### config.mk
export PLATFORM = sky130hd
export DESIGN_NAME = tfl_loader
export DESIGN_NICKNAME = d
export VERILOG_FILES = /design/src/rtl/tfl_pkg.sv /design/src/rtl/tfl_entry_decode.sv /design/src/rtl/tfl_ptr_collect.sv /design/src/rtl/tfl_loader.sv
export SDC_FILE = /design/constraint.sdc
export NUM_CORES = 1
export LEC_CHECK = 0
export ABC_CLOCK_PERIOD_IN_PS = 2880
export BUFFER_PORTS_ARGS = -buffer_cell sky130_fd_sc_hd__buf_2
export CAP_MARGIN = 25
export CORE_ASPECT_RATIO = 0.7
export CORE_MARGIN = 2
export CORE_UTILIZATION = 49
export DETAILED_ROUTE_END_ITERATION = 10
export HOLD_SLACK_MARGIN = 0.02
export PLACE_DENSITY = 0.77
export SYNTH_ARGS = -nofsm -noshare
export SYNTH_HDL_FRONTEND = slang
export SYNTH_SLANG_ARGS = --single-unit
### constraint.sdc
create_clock -name clk -period 2.88 [get_ports clk]
set_input_delay 0.864 -clock clk [delete_from_list [all_inputs] [get_ports clk]]
set_output_delay 0.864 -clock clk [all_outputs]
set_load 0.01 [all_outputs]
### src/rtl/tfl_pkg.sv
package tfl_pkg;
  typedef enum logic [2:0] {
    ST_IDLE, ST_REQ, ST_TAKE, ST_TFW, ST_SG, ST_XFER, ST_WB, ST_FIN
  } tfl_state_e;

  localparam int CTL_VALID_BIT = 0;
  localparam int CTL_DATA_BIT  = 2;
  localparam int CTL_IEN_BIT   = 3;
  localparam int ENT_LAST_BIT  = 7;
  localparam int ENT_SKIP_BIT  = 5;
  localparam int REG_W         = ENT_SKIP_BIT;

  localparam logic [7:0] CODE_OK   = 8'h01;
  localparam logic [7:0] CODE_FAIL = 8'h80;

  typedef struct packed {
    logic             last;
    logic             write;
    logic [REG_W-1:0] code;
  } tfl_entry_t;
endpackage

### src/rtl/tfl_entry_decode.sv
module tfl_entry_decode
  import tfl_pkg::*;
(
  input  logic             last_flag,
  input  logic             skip_flag,
  input  logic [REG_W-1:0] code,
  output tfl_entry_t       ent
);
  always_comb begin
    ent.last  = last_flag;
    ent.write = !skip_flag;
    ent.code  = code;
  end
endmodule

### src/rtl/tfl_ptr_collect.sv
module tfl_ptr_collect #(
  parameter int PTR_BYTES = 4,
  localparam int LANE_W   = (PTR_BYTES > 1) ? $clog2(PTR_BYTES) : 1
) (
  input  logic                   clk,
  input  logic                   rst_n,
  input  logic                   clr,
  input  logic                   load,
  input  logic [LANE_W-1:0]      lane,
  input  logic [7:0]             din,
  output logic [8*PTR_BYTES-1:0] ptr
);
  for (genvar g = 0; g < PTR_BYTES; g++) begin : g_lane
    always_ff @(posedge clk or negedge rst_n) begin
      if (!rst_n)                                ptr[8*g +: 8] <= '0;
      else if (clr)                              ptr[8*g +: 8] <= '0;
      else if (load && lane == LANE_W'(g))       ptr[8*g +: 8] <= din;
    end
  end
endmodule

### src/rtl/tfl_loader.sv
module tfl_loader
  import tfl_pkg::*;
#(
  parameter int ADDR_W    = 12,
  parameter int PTR_BYTES = 4
) (
  input  logic                   clk,
  input  logic                   rst_n,
  input  logic                   start,
  output logic                   busy,
  output logic                   done,
  output logic                   irq,
  output logic                   err_proto,
  output logic                   err_len,
  output logic                   err_xfer,
  output logic                   buf_rd_en,
  output logic [ADDR_W-1:0]      buf_rd_addr,
  input  logic [7:0]             buf_rd_data,
  output logic                   buf_wr_en,
  output logic [ADDR_W-1:0]      buf_wr_addr,
  output logic [7:0]             buf_wr_data,
  output logic                   tf_valid,
  input  logic                   tf_ready,
  output logic [REG_W-1:0]       tf_reg,
  output logic [7:0]             tf_data,
  output logic                   sg_valid,
  input  logic                   sg_ready,
  output logic [8*PTR_BYTES-1:0] sg_ptr,
  input  logic                   xfer_done,
  input  logic                   xfer_err
);
  localparam int HDR_CTL   = 2;
  localparam int HDR_LEN   = 3;
  localparam int PTR_BASE  = 8;
  localparam int PTR_LAST  = PTR_BASE + PTR_BYTES - 1;
  localparam int LIST_BASE = PTR_BASE + 2 * PTR_BYTES;
  localparam int LANE_W    = (PTR_BYTES > 1) ? $clog2(PTR_BYTES) : 1;

  tfl_state_e       state;
  logic [ADDR_W-1:0] idx, lim;
  logic [7:0]       len_q, val_q, tf_data_q;
  logic [REG_W-1:0] tf_reg_q;
  logic             f_valid, f_data, f_ien, last_q;
  logic             in_ptr, overrun, accept;
  tfl_entry_t       ent;
  tfl_state_e       end_state;

  assign lim       = (ADDR_W'(len_q) + ADDR_W'(2)) << 3;
  assign in_ptr    = (idx >= ADDR_W'(PTR_BASE)) && (idx <= ADDR_W'(PTR_LAST));
  assign overrun   = (idx >= ADDR_W'(LIST_BASE)) && (idx >= lim);
  assign accept    = (state == ST_IDLE) && start;
  assign end_state = f_data ? ST_SG : ST_WB;

  tfl_entry_decode u_dec (
    .last_flag (buf_rd_data[ENT_LAST_BIT]),
    .skip_flag (buf_rd_data[ENT_SKIP_BIT]),
    .code      (buf_rd_data[REG_W-1:0]),
    .ent       (ent)
  );

  tfl_ptr_collect #(.PTR_BYTES(PTR_BYTES)) u_ptr (
    .clk   (clk),
    .rst_n (rst_n),
    .clr   (accept),
    .load  (state == ST_TAKE && in_ptr),
    .lane  (idx[LANE_W-1:0]),
    .din   (buf_rd_data),
    .ptr   (sg_ptr)
  );

  always_ff @(posedge clk or negedge rst_n) begin
    if (!rst_n) begin
      state     <= ST_IDLE;
      idx       <= '0;
      len_q     <= '0;
      val_q     <= '0;
      tf_reg_q  <= '0;
      tf_data_q <= '0;
      f_valid   <= 1'b0;
      f_data    <= 1'b0;
      f_ien     <= 1'b0;
      last_q    <= 1'b0;
      err_proto <= 1'b0;
      err_len   <= 1'b0;
      err_xfer  <= 1'b0;
    end else begin
      unique case (state)
        ST_IDLE: if (start) begin
          idx       <= ADDR_W'(HDR_CTL);
          len_q     <= '0;
          f_valid   <= 1'b0;
          f_data    <= 1'b0;
          f_ien     <= 1'b0;
          err_proto <= 1'b0;
          err_len   <= 1'b0;
          err_xfer  <= 1'b0;
          state     <= ST_REQ;
        end
        ST_REQ: begin
          if (overrun) begin
            err_len <= 1'b1;
            state   <= ST_FIN;
          end else begin
            state   <= ST_TAKE;
          end
        end
        ST_TAKE: begin
          if (idx == ADDR_W'(HDR_CTL)) begin
            f_valid <= buf_rd_data[CTL_VALID_BIT];
            f_data  <= buf_rd_data[CTL_DATA_BIT];
            f_ien   <= buf_rd_data[CTL_IEN_BIT];
            idx     <= ADDR_W'(HDR_LEN);
            state   <= ST_REQ;
          end else if (idx == ADDR_W'(HDR_LEN)) begin
            len_q <= buf_rd_data;
            if (!f_valid) begin
              err_proto <= 1'b1;
              state     <= ST_FIN;
            end else begin
              idx   <= ADDR_W'(PTR_BASE);
              state <= ST_REQ;
            end
          end else if (in_ptr) begin
            idx   <= (idx == ADDR_W'(PTR_LAST)) ? ADDR_W'(LIST_BASE) : idx + 1'b1;
            state <= ST_REQ;
          end else if (!idx[0]) begin
            val_q <= buf_rd_data;
            idx   <= idx + 1'b1;
            state <= ST_REQ;
          end else begin
            last_q <= ent.last;
            if (ent.write) begin
              tf_reg_q  <= ent.code;
              tf_data_q <= val_q;
              state     <= ST_TFW;
            end else if (ent.last) begin
              state <= end_state;
            end else begin
              idx   <= idx + 1'b1;
              state <= ST_REQ;
            end
          end
        end
        ST_TFW: if (tf_ready) begin
          if (last_q) begin
            state <= end_state;
          end else begin
            idx   <= idx + 1'b1;
            state <= ST_REQ;
          end
        end
        ST_SG:   if (sg_ready) state <= ST_XFER;
        ST_XFER: if (xfer_done) begin
          err_xfer <= xfer_err;
          state    <= ST_WB;
        end
        ST_WB:   state <= ST_FIN;
        ST_FIN:  state <= ST_IDLE;
        default: state <= ST_IDLE;
      endcase
    end
  end

  assign busy        = (state != ST_IDLE);
  assign done        = (state == ST_FIN);
  assign irq         = done && f_ien;
  assign buf_rd_en   = (state == ST_REQ) && !overrun;
  assign buf_rd_addr = idx;
  assign buf_wr_en   = (state == ST_WB);
  assign buf_wr_addr = '0;
  assign buf_wr_data = err_xfer ? CODE_FAIL : CODE_OK;
  assign tf_valid    = (state == ST_TFW);
  assign tf_reg      = tf_reg_q;
  assign tf_data     = tf_data_q;
  assign sg_valid    = (state == ST_SG);


  tf_hold_chk: assert property (@(posedge clk) disable iff (!rst_n)
    tf_valid && !tf_ready |=> tf_valid && $stable(tf_reg) && $stable(tf_data));

  sg_hold_chk: assert property (@(posedge clk) disable iff (!rst_n)
    sg_valid && !sg_ready |=> sg_valid && $stable(sg_ptr));

  proto_quiet_chk: assert property (@(posedge clk) disable iff (!rst_n)
    err_proto |-> !tf_valid && !sg_valid && !buf_wr_en);

  len_quiet_chk: assert property (@(posedge clk) disable iff (!rst_n)
    err_len |-> !sg_valid && !buf_wr_en);

  done_pulse_chk: assert property (@(posedge clk) disable iff (!rst_n)
    done |=> !done);

  busy_from_start_chk: assert property (@(posedge clk) disable iff (!rst_n)
    $rose(busy) |-> $past(start));
endmodule

==> flow_metrics.env, run 1 <==
export IMPL_top_layer="met4"
export IMPL_diodes=0
export IMPL_irDropWorstVdd_mv=0.648
export IMPL_initial_core_util_pct=49.9
export IMPL_failed_checks="setup timing"
export IMPL_grt_max_degree=84
export IMPL_die_y_um=84.1
export IMPL_clock_fmax_ghz=0.305
export IMPL_skew_ps=3.02
export IMPL_antenna_found_initial=0
export IMPL_finalCriticalPeriod_ps=3280
export IMPL_avgSynthCellArea_um2=9.87
export IMPL_drc=0
export IMPL_hold_ws_ps=478
export IMPL_drv_cap=0
export IMPL_netlist_instances=455
export IMPL_grt_pass1_vias=3731
export IMPL_worst_setup_path_start_kind="flip-flop"
export IMPL_dr_wl_met3_um=1160
export IMPL_grt_setup_unrepaired="yes"
export IMPL_numCtsBuffers=9
export IMPL_final_setup_viol_count=1
export IMPL_nNetsFinal=584
export IMPL_crit_start="len_q[1]"
export IMPL_ys_ff_latch=83
export IMPL_cts_sinks=83
export IMPL_yosysWarnings=0
export IMPL_clock_latency_ps=340
export IMPL_largest_reg_flops=32
export IMPL_htree_levels=3
export IMPL_overflow=0
export IMPL_vias_per_cell=5.60
export IMPL_place_gp_congestion=0.914
export IMPL_wirelength_um=12200
export IMPL_layout_drive_gt1_share_pct=30.8
export IMPL_grt_first_pass_wirelength_um=19700
export IMPL_relSlewSlack_pct=53.9
export IMPL_worstPathRequired_ps=2020
export IMPL_cp_end_kind="primary output"
export IMPL_root_buffer="clkbuf_16"
export IMPL_min_path_type="reg2reg"
export IMPL_yosysSeqAreaShare_pct=46.3
export IMPL_synth_ff_type="dfrtp_1"
export IMPL_post_route_period_util_pct=114
export IMPL_path_max_fanout=3
export IMPL_syn_to_final_growth_pct=21.9
export IMPL_synthArstFlopShare_pct=100
export IMPL_powerDensity_nw_per_um2=938
export IMPL_ys_top_cells_by_area="dfrtp_1 46%, mux2i_1 5.8%, mux2_2 5.3%, nand2_1 5.3%, ha_1 3.9%"
export IMPL_fin_ws_ps=-401
export IMPL_ioPinCount=102
export IMPL_clkSlewWorstSetupHoldPaths_ps=60
export IMPL_met1_length_um=5380
export IMPL_drt_pass1_iterations=5
export IMPL_critPathKind="reg2out"
export IMPL_hpwl_um=8720
export IMPL_postCtsHoldBufs=0
export IMPL_finalMaxSlewViolations=0
export IMPL_worstHoldStart="u_ptr.ptr[31]"
export IMPL_die_x_um=118
export IMPL_r2r_start="buf_rd_addr[6]"
export IMPL_vias=3823
export IMPL_cts_tree="built"
export IMPL_synth_top_area_cell="dfrtp_1"
export IMPL_post_place_ws_ps=-231
export IMPL_cp_arrival_ps=2420
export IMPL_place_port_buffers=83
export IMPL_track_usage_pct=25.4
export IMPL_worst_pin_slew_ps=690
export IMPL_synth_distinct_cells=53
export IMPL_drtIter0Drc=368
export IMPL_antenna_left=0
export IMPL_largest_register="u_ptr.ptr"
export IMPL_met2_length_um=5510
export IMPL_num_rows=29
export IMPL_p_leak_nw=2.90
export IMPL_synth_edff_count=0
export IMPL_synth_top_area_share_pct=46.3
export IMPL_status="complete, but fails checks"
export IMPL_dieArea_um2=9960
export IMPL_netlist_area_um2=4490
export IMPL_post_cts_buffers=0
export IMPL_hold_viol=0
export IMPL_clock_path_buffers=2
export IMPL_core_area_um2=9000
export IMPL_routedWlPerCell_um=17.8
-- per-stage QoR --
step / utilization [%] / cell area [um2] / power (mW) / instances / TNS (ps)
6_report: 60.8 / 5470 / 5.14 / 683 / -401
5_1_grt: 60.8 / 5470 / 5.45 / 683 / -530
4_1_cts: 60.4 / 5440 / 5.12 / 682 / -467
3_5_place_dp: 56.8 / 5110 / 3.90 / 668 / -231
3_3_place_gp: 56.8 / 5110 / 3.80 / 668 / -139
2_1_floorplan: - / 4560 / 3.13 / 472 / 0
-- path summary, 6_finish.rpt --
kind                             endpoint  slack, ps  depth (start not counted)
max in group asynchronous        len_q[2]       1980                          2
setup / recovery                buf_rd_en       -400                         11
setup reg to reg           buf_rd_addr[1]        320                          9
hold reg to reg             u_ptr.ptr[31]        480                          2
hold / removal              u_ptr.ptr[31]        480                          2
min in group asynchronous        err_xfer        530                          2
-- cell usage in the layout, fill, tap and decap left out, types with 3 or more instances in the layout --
cell | Yosys | routed
a21oi_1 | 21 | 20
o21ai_0 | 17 | 17
nand3_1 | 27 | 27
nand2_1 | 63 | 61
conb_1 | 1 | 18
nand4_1 | 8 | 8
nor2_1 | 40 | 40
mux2_4 | 3 | 3
mux2_2 | 21 | 21
ha_1 | 14 | 12
buf_2 | 3 | 82
mux2i_1 | 26 | 26
nor3_1 | 5 | 5
a31oi_1 | 5 | 5
inv_1 | 16 | 16
clkbuf_16 | 0 | 9
o21bai_1 | 3 | 3
and2_1 | 5 | 5
o22ai_1 | 7 | 7
buf_4 | 20 | 27
xor2_1 | 3 | 3
nand2b_1 | 5 | 5
dfrtp_1 | 83 | 83
-- kinds of logic (layout without fill, tap and decap cells) --
| logic type | after synthesis | count (layout) | synth area share, % |
|---|---|---|---|
| AOI/OAI and AO/OA | 73 | 73 | 10.6 |
| xor gates and xnor gates | 6 | 6 | 1.17 |
| adders and majority gates | 14 | 14 | 3.90 |
| buffers and inverters | 54 | 141 | 6.61 |
| DFF | 83 | 83 | 46.3 |
| muxes | 50 | 50 | 12.1 |
| other | 1 | 18 | 0.0835 |
| and+or+nand+nor | 174 | 174 | 19.3 |
-- metal layers --
layer / GRT usage [%] / vias to the layer above
met5: 0 / -
met3: 8.13 / 14
met4: 6.06 / 0
li1: - / 1755
met1: 35.9 / 1860
met2: 38.1 / 194
-- cells in the mapped netlist, drive strengths merged, types with 2 or more instances --
| master | n |
|---|---|
| o41ai | 2 |
| a211oi | 2 |
| nor4b | 2 |
| or2 | 4 |
| o22ai | 7 |
| mux2 | 24 |
| nand3 | 27 |
| clkbuf | 13 |
| nand3b | 2 |
| xnor2 | 3 |
| o31ai | 3 |
| nor4 | 2 |
| a21oi | 21 |
| o21bai | 4 |
| nor2 | 40 |
| buf | 25 |
| o21ai | 19 |
| ha | 14 |
| mux2i | 26 |
| nand2b | 6 |
| xor2 | 3 |
| nor2b | 2 |
| dfrtp | 83 |
| a31oi | 6 |
| inv | 16 |
| nor3 | 6 |
| o21a | 2 |
| nand4b | 2 |
| and2 | 5 |
| nand4 | 9 |
| o22a | 2 |
| nand2 | 63 |
-- critical path: stages (launching register included) --
cell     delay [ps]
dfrtp_1         410
ha_4            190
nand2_2          50
or2_4           220
xor2_1          140
ha_1            310
nand4_1         110
nand3_1         100
nand2_2          90
o31ai_4          80
nor4b_2         210
buf_2           170
-- power by group --
| group | internal, mW | switching [mW] |
|---|---|---|
| clock | 0.695 | 0.474 |
| sequential | 1.54 | 0.272 |
| combinational | 0.904 | 1.25 |
-- cell type report --
type,count,area (um2)
tap,124,155
fill,788,3530
clock buffer,10,239
sequential,83,2080
multi-input combinational,335,2250
clock inverter,5,60.1
timing repair buffer,110,633
inverter,16,60.1
-- what timing repair did --
item / 4_1_cts / 5_1_grt
pin swaps: 7 / 4
endpoints found under the setup margin: 1 / 1
gates resized for setup: 7 / 4
Power figures use the tool's default switching activity.
==> inputs of run 2 (changes only) <==
- ABC_CLOCK_PERIOD_IN_PS: 2880 -> 3550
- CORE_UTILIZATION: 49 -> 55
- PLACE_DENSITY: 0.77 -> 0.81
- SYNTH_HIERARCHICAL: unset -> 1
- clock period: 2.88 -> 3.55 ns (I/O delays scaled with it)
==> run 2 against run 1 <==
  * The flow now finishes without violations
  * Synthesized cell count is 1.3% higher
  * Total power decreased by 20%
  * Clock skew up 2.9 ps
  * Register-to-register slack gained 180 ps
  * Sequential power is 18% lower
  * Global-route usage is 0.62 points lower
  * Highest routed layer unchanged
==> flow_metrics.env, run 2 <==
export IMPL_status="completed"
export IMPL_layout_drive_gt1_share_pct=30.5
export IMPL_critPathSlowestCell="dfrtp_1"
export IMPL_worstPathCellList="ha_2, and3_4, nand3_2, xor2_1, ha_1, a21o_1, a221oi_4, o21ai_1, a21oi_1, buf_2"
export IMPL_path_max_fanout=2
export IMPL_mostFrequentLayoutCells="83 x dfrtp_1, 82 x buf_2, 45 x nand2b_1"
export IMPL_final_setup_viol_count=0
export IMPL_synth_commonest_cells="83 x dfrtp_1, 45 x nand2b_1, 32 x mux2i_1"
export IMPL_worst_setup_path_start_kind="flip-flop"
export IMPL_switching_share_pct=37.8
export IMPL_grt_pass1_vias=3515
export IMPL_yosysWarnings=6
export IMPL_synth_top_area_share_pct=43.5
export IMPL_finalCriticalPeriod_ps=3540
export IMPL_p_seq_share_pct=36.5
export IMPL_powerDensity_nw_per_um2=734
export IMPL_wirelength_um=11600
export IMPL_overflow=0
export IMPL_hold_viol=0
export IMPL_clock_latency_ps=340
export IMPL_synthArstFlopShare_pct=100
export IMPL_vias_per_cell=5.71
export IMPL_synth_edff_count=0
export IMPL_relSlewSlack_pct=57.4
export IMPL_fin_ws_ps=6.46
export IMPL_die_y_um=81.9
export IMPL_hpwl_um=8150
export IMPL_routedWlPerCell_um=17.5
export IMPL_multi_input_area_um2=2430
export IMPL_skew_ps=5.94
export IMPL_cts_tree="built"
export IMPL_cp_end_kind="primary output"
export IMPL_finalMaxSlewViolations=0
export IMPL_ys_ff_latch=83
export IMPL_comb_power_share_pct=40.7
export IMPL_drt_pass1_iterations=5
export IMPL_core_area_um2=8440
export IMPL_ys_top_cells_by_area="dfrtp_1 44%, mux2i_1 6.7%, mux2_2 6.6%, nand2b_1 5.9%, buf_4 4.1%"
export IMPL_post_route_period_util_pct=99.8
export IMPL_die_x_um=115
export IMPL_root_buffer="clkbuf_16"
export IMPL_min_path_type="reg2reg"
export IMPL_yosysSeqAreaShare_pct=43.5
export IMPL_synth_top_area_cell="dfrtp_1"
export IMPL_post_place_ws_ps=218
export IMPL_regArea_um2=2080
export IMPL_worst_pin_slew_ps=637
export IMPL_htree_levels=3
export IMPL_diodes=0
export IMPL_place_gp_congestion=0.887
export IMPL_largest_register="u_ptr/ptr"
export IMPL_grt_max_degree=84
export IMPL_initial_core_util_pct=56.5
export IMPL_cpPeakStageDelay_ps=360
export IMPL_numCtsBuffers=9
export IMPL_vias=3800
export IMPL_synth_distinct_cells=64
export IMPL_final_common_cell="dfrtp_1"
export IMPL_dieArea_um2=9450
export IMPL_grt_setup_unrepaired="yes"
export IMPL_dp_cells=644
export IMPL_avgSynthCellArea_um2=10.3
export IMPL_nNetsFinal=569
export IMPL_fin_cells=665
export IMPL_cts_sinks=83
export IMPL_fin_setup_tns_ps=0
export IMPL_antenna_found_initial=0
export IMPL_syn_to_final_growth_pct=17.0
export IMPL_post_route_util_pct=66.1
export IMPL_clockPowerShare_pct=22.8
export IMPL_antenna_left=0
export IMPL_synth_ff_type="dfrtp_1"
export IMPL_ioPinCount=102
export IMPL_p_sw_mw=1.55
export IMPL_drtIter0Drc=258
export IMPL_irDropWorstVdd_mv=0.478
export IMPL_cp_arrival_ps=2480
export IMPL_drv_cap=0
export IMPL_n_fill_cell=678
export IMPL_netlist_instances=461
export IMPL_track_usage_pct=24.8
export IMPL_power_mw=4.10
export IMPL_postCtsHoldBufs=0
export IMPL_clock_fmax_ghz=0.282
export IMPL_yosys_cell_count_top_type="dfrtp_1"
export IMPL_drc=0
export IMPL_place_port_buffers=83
export IMPL_largest_reg_flops=32
export IMPL_p_leak_nw=2.95
export IMPL_num_rows=28
export IMPL_internal_power_mw=2.55
export IMPL_clkSlewWorstSetupHoldPaths_ps=60
export IMPL_clock_path_buffers=2
export IMPL_grt_first_pass_wirelength_um=18000
export IMPL_critPathKind="reg2out"
export IMPL_worstPathRequired_ps=2480
export IMPL_netlist_area_um2=4770
run 2: cell count changes after synthesis, moves of 6 or more:
cell      change
a21oi_1      -10
buf_4         +6
mux2_2        +7
mux2i_1       +6
nand2_1      -35
nand2b_1     +40
nand3_1      -19
nor2_1       -21
o22ai_1       -7
run 2: final timing paths:
check | start | end | slack, ps | cells past startpoint
worst max-delay path | len_q[2] | buf_rd_en | 6 | 10
worst min-delay path | err_len | err_len | 490 | 2
worst max register to register | buf_rd_addr[9] | u_ptr/ptr[1] | 500 | 5
worst min register to register | err_len | err_len | 490 | 2
max in group asynchronous | rst_n | u_ptr/ptr[2] | 2390 | 2
min in group asynchronous | rst_n | err_xfer | 550 | 1
run 2: worst max-delay path: cells and delay by family (launching register included):
| kind | cells | cell delay [ps] |
|---|---|---|
| XOR/XNOR | 1 | 150 |
| flip-flops | 1 | 360 |
| adder cells (fa/ha/maj) | 2 | 480 |
| AND/OR/NAND/NOR | 2 | 250 |
| buffers and inverters | 1 | 150 |
| AO/OA/AOI/OAI | 4 | 760 |
run 2: power groups by stage:
stage               Clock, mW  Combinational (mW)  Sequential, mW
finish                  0.935                1.67            1.49
global route            0.989                1.82            1.54
CTS                     0.949                1.65            1.49
detailed placement          0                1.60            1.51
global placement            0                1.55            1.49
floorplan                   0                1.08            1.52
run 2: area by class of cell:
cell class	count	area share, %
multi-input combinational	332	43.6
sequential	83	37.2
timing repair buffer	101	10.3
clock buffer	13	4.66
tap	120	2.69
inverter	14	0.941
clock inverter	2	0.628
run 2: stage by stage:
| stage | cell area, um2 | hold slack, ps |
|---|---|---|
| 6_report | 5580 | 495 |
| 5_1_grt | 5580 | 521 |
| 4_1_cts | 5520 | 495 |
| 3_5_place_dp | 5180 | 470 |
| 3_3_place_gp | 5180 | 462 |
| 2_1_floorplan | 4830 | 471 |
run 2: logic make-up after synthesis:
logic type / share of synthesized area [%]
fa+ha+maj: 3.41
buf+inv: 7.63
mux: 13.3
other cells: 0.0786
flops: 43.5
compound gates: 10.8
simple gates: 20.1
xor+xnor: 1.10
run 2: timing repair:
item,4_1_cts,5_1_grt
gates resized for setup,4,4
buffers inserted,3,2
setup endpoints to repair,1,1
pin swaps,3,5
run 2: metal layers:
layer | vias to the layer above | track usage [%] | routed length (um)
met4 | 0 | 6.02 | 55
met1 | 1883 | 36.5 | 5360
li1 | 1761 | - | -
met2 | 150 | 37.5 | 5330
met3 | 6 | 5.24 | 862
met5 | - | 0 | 0
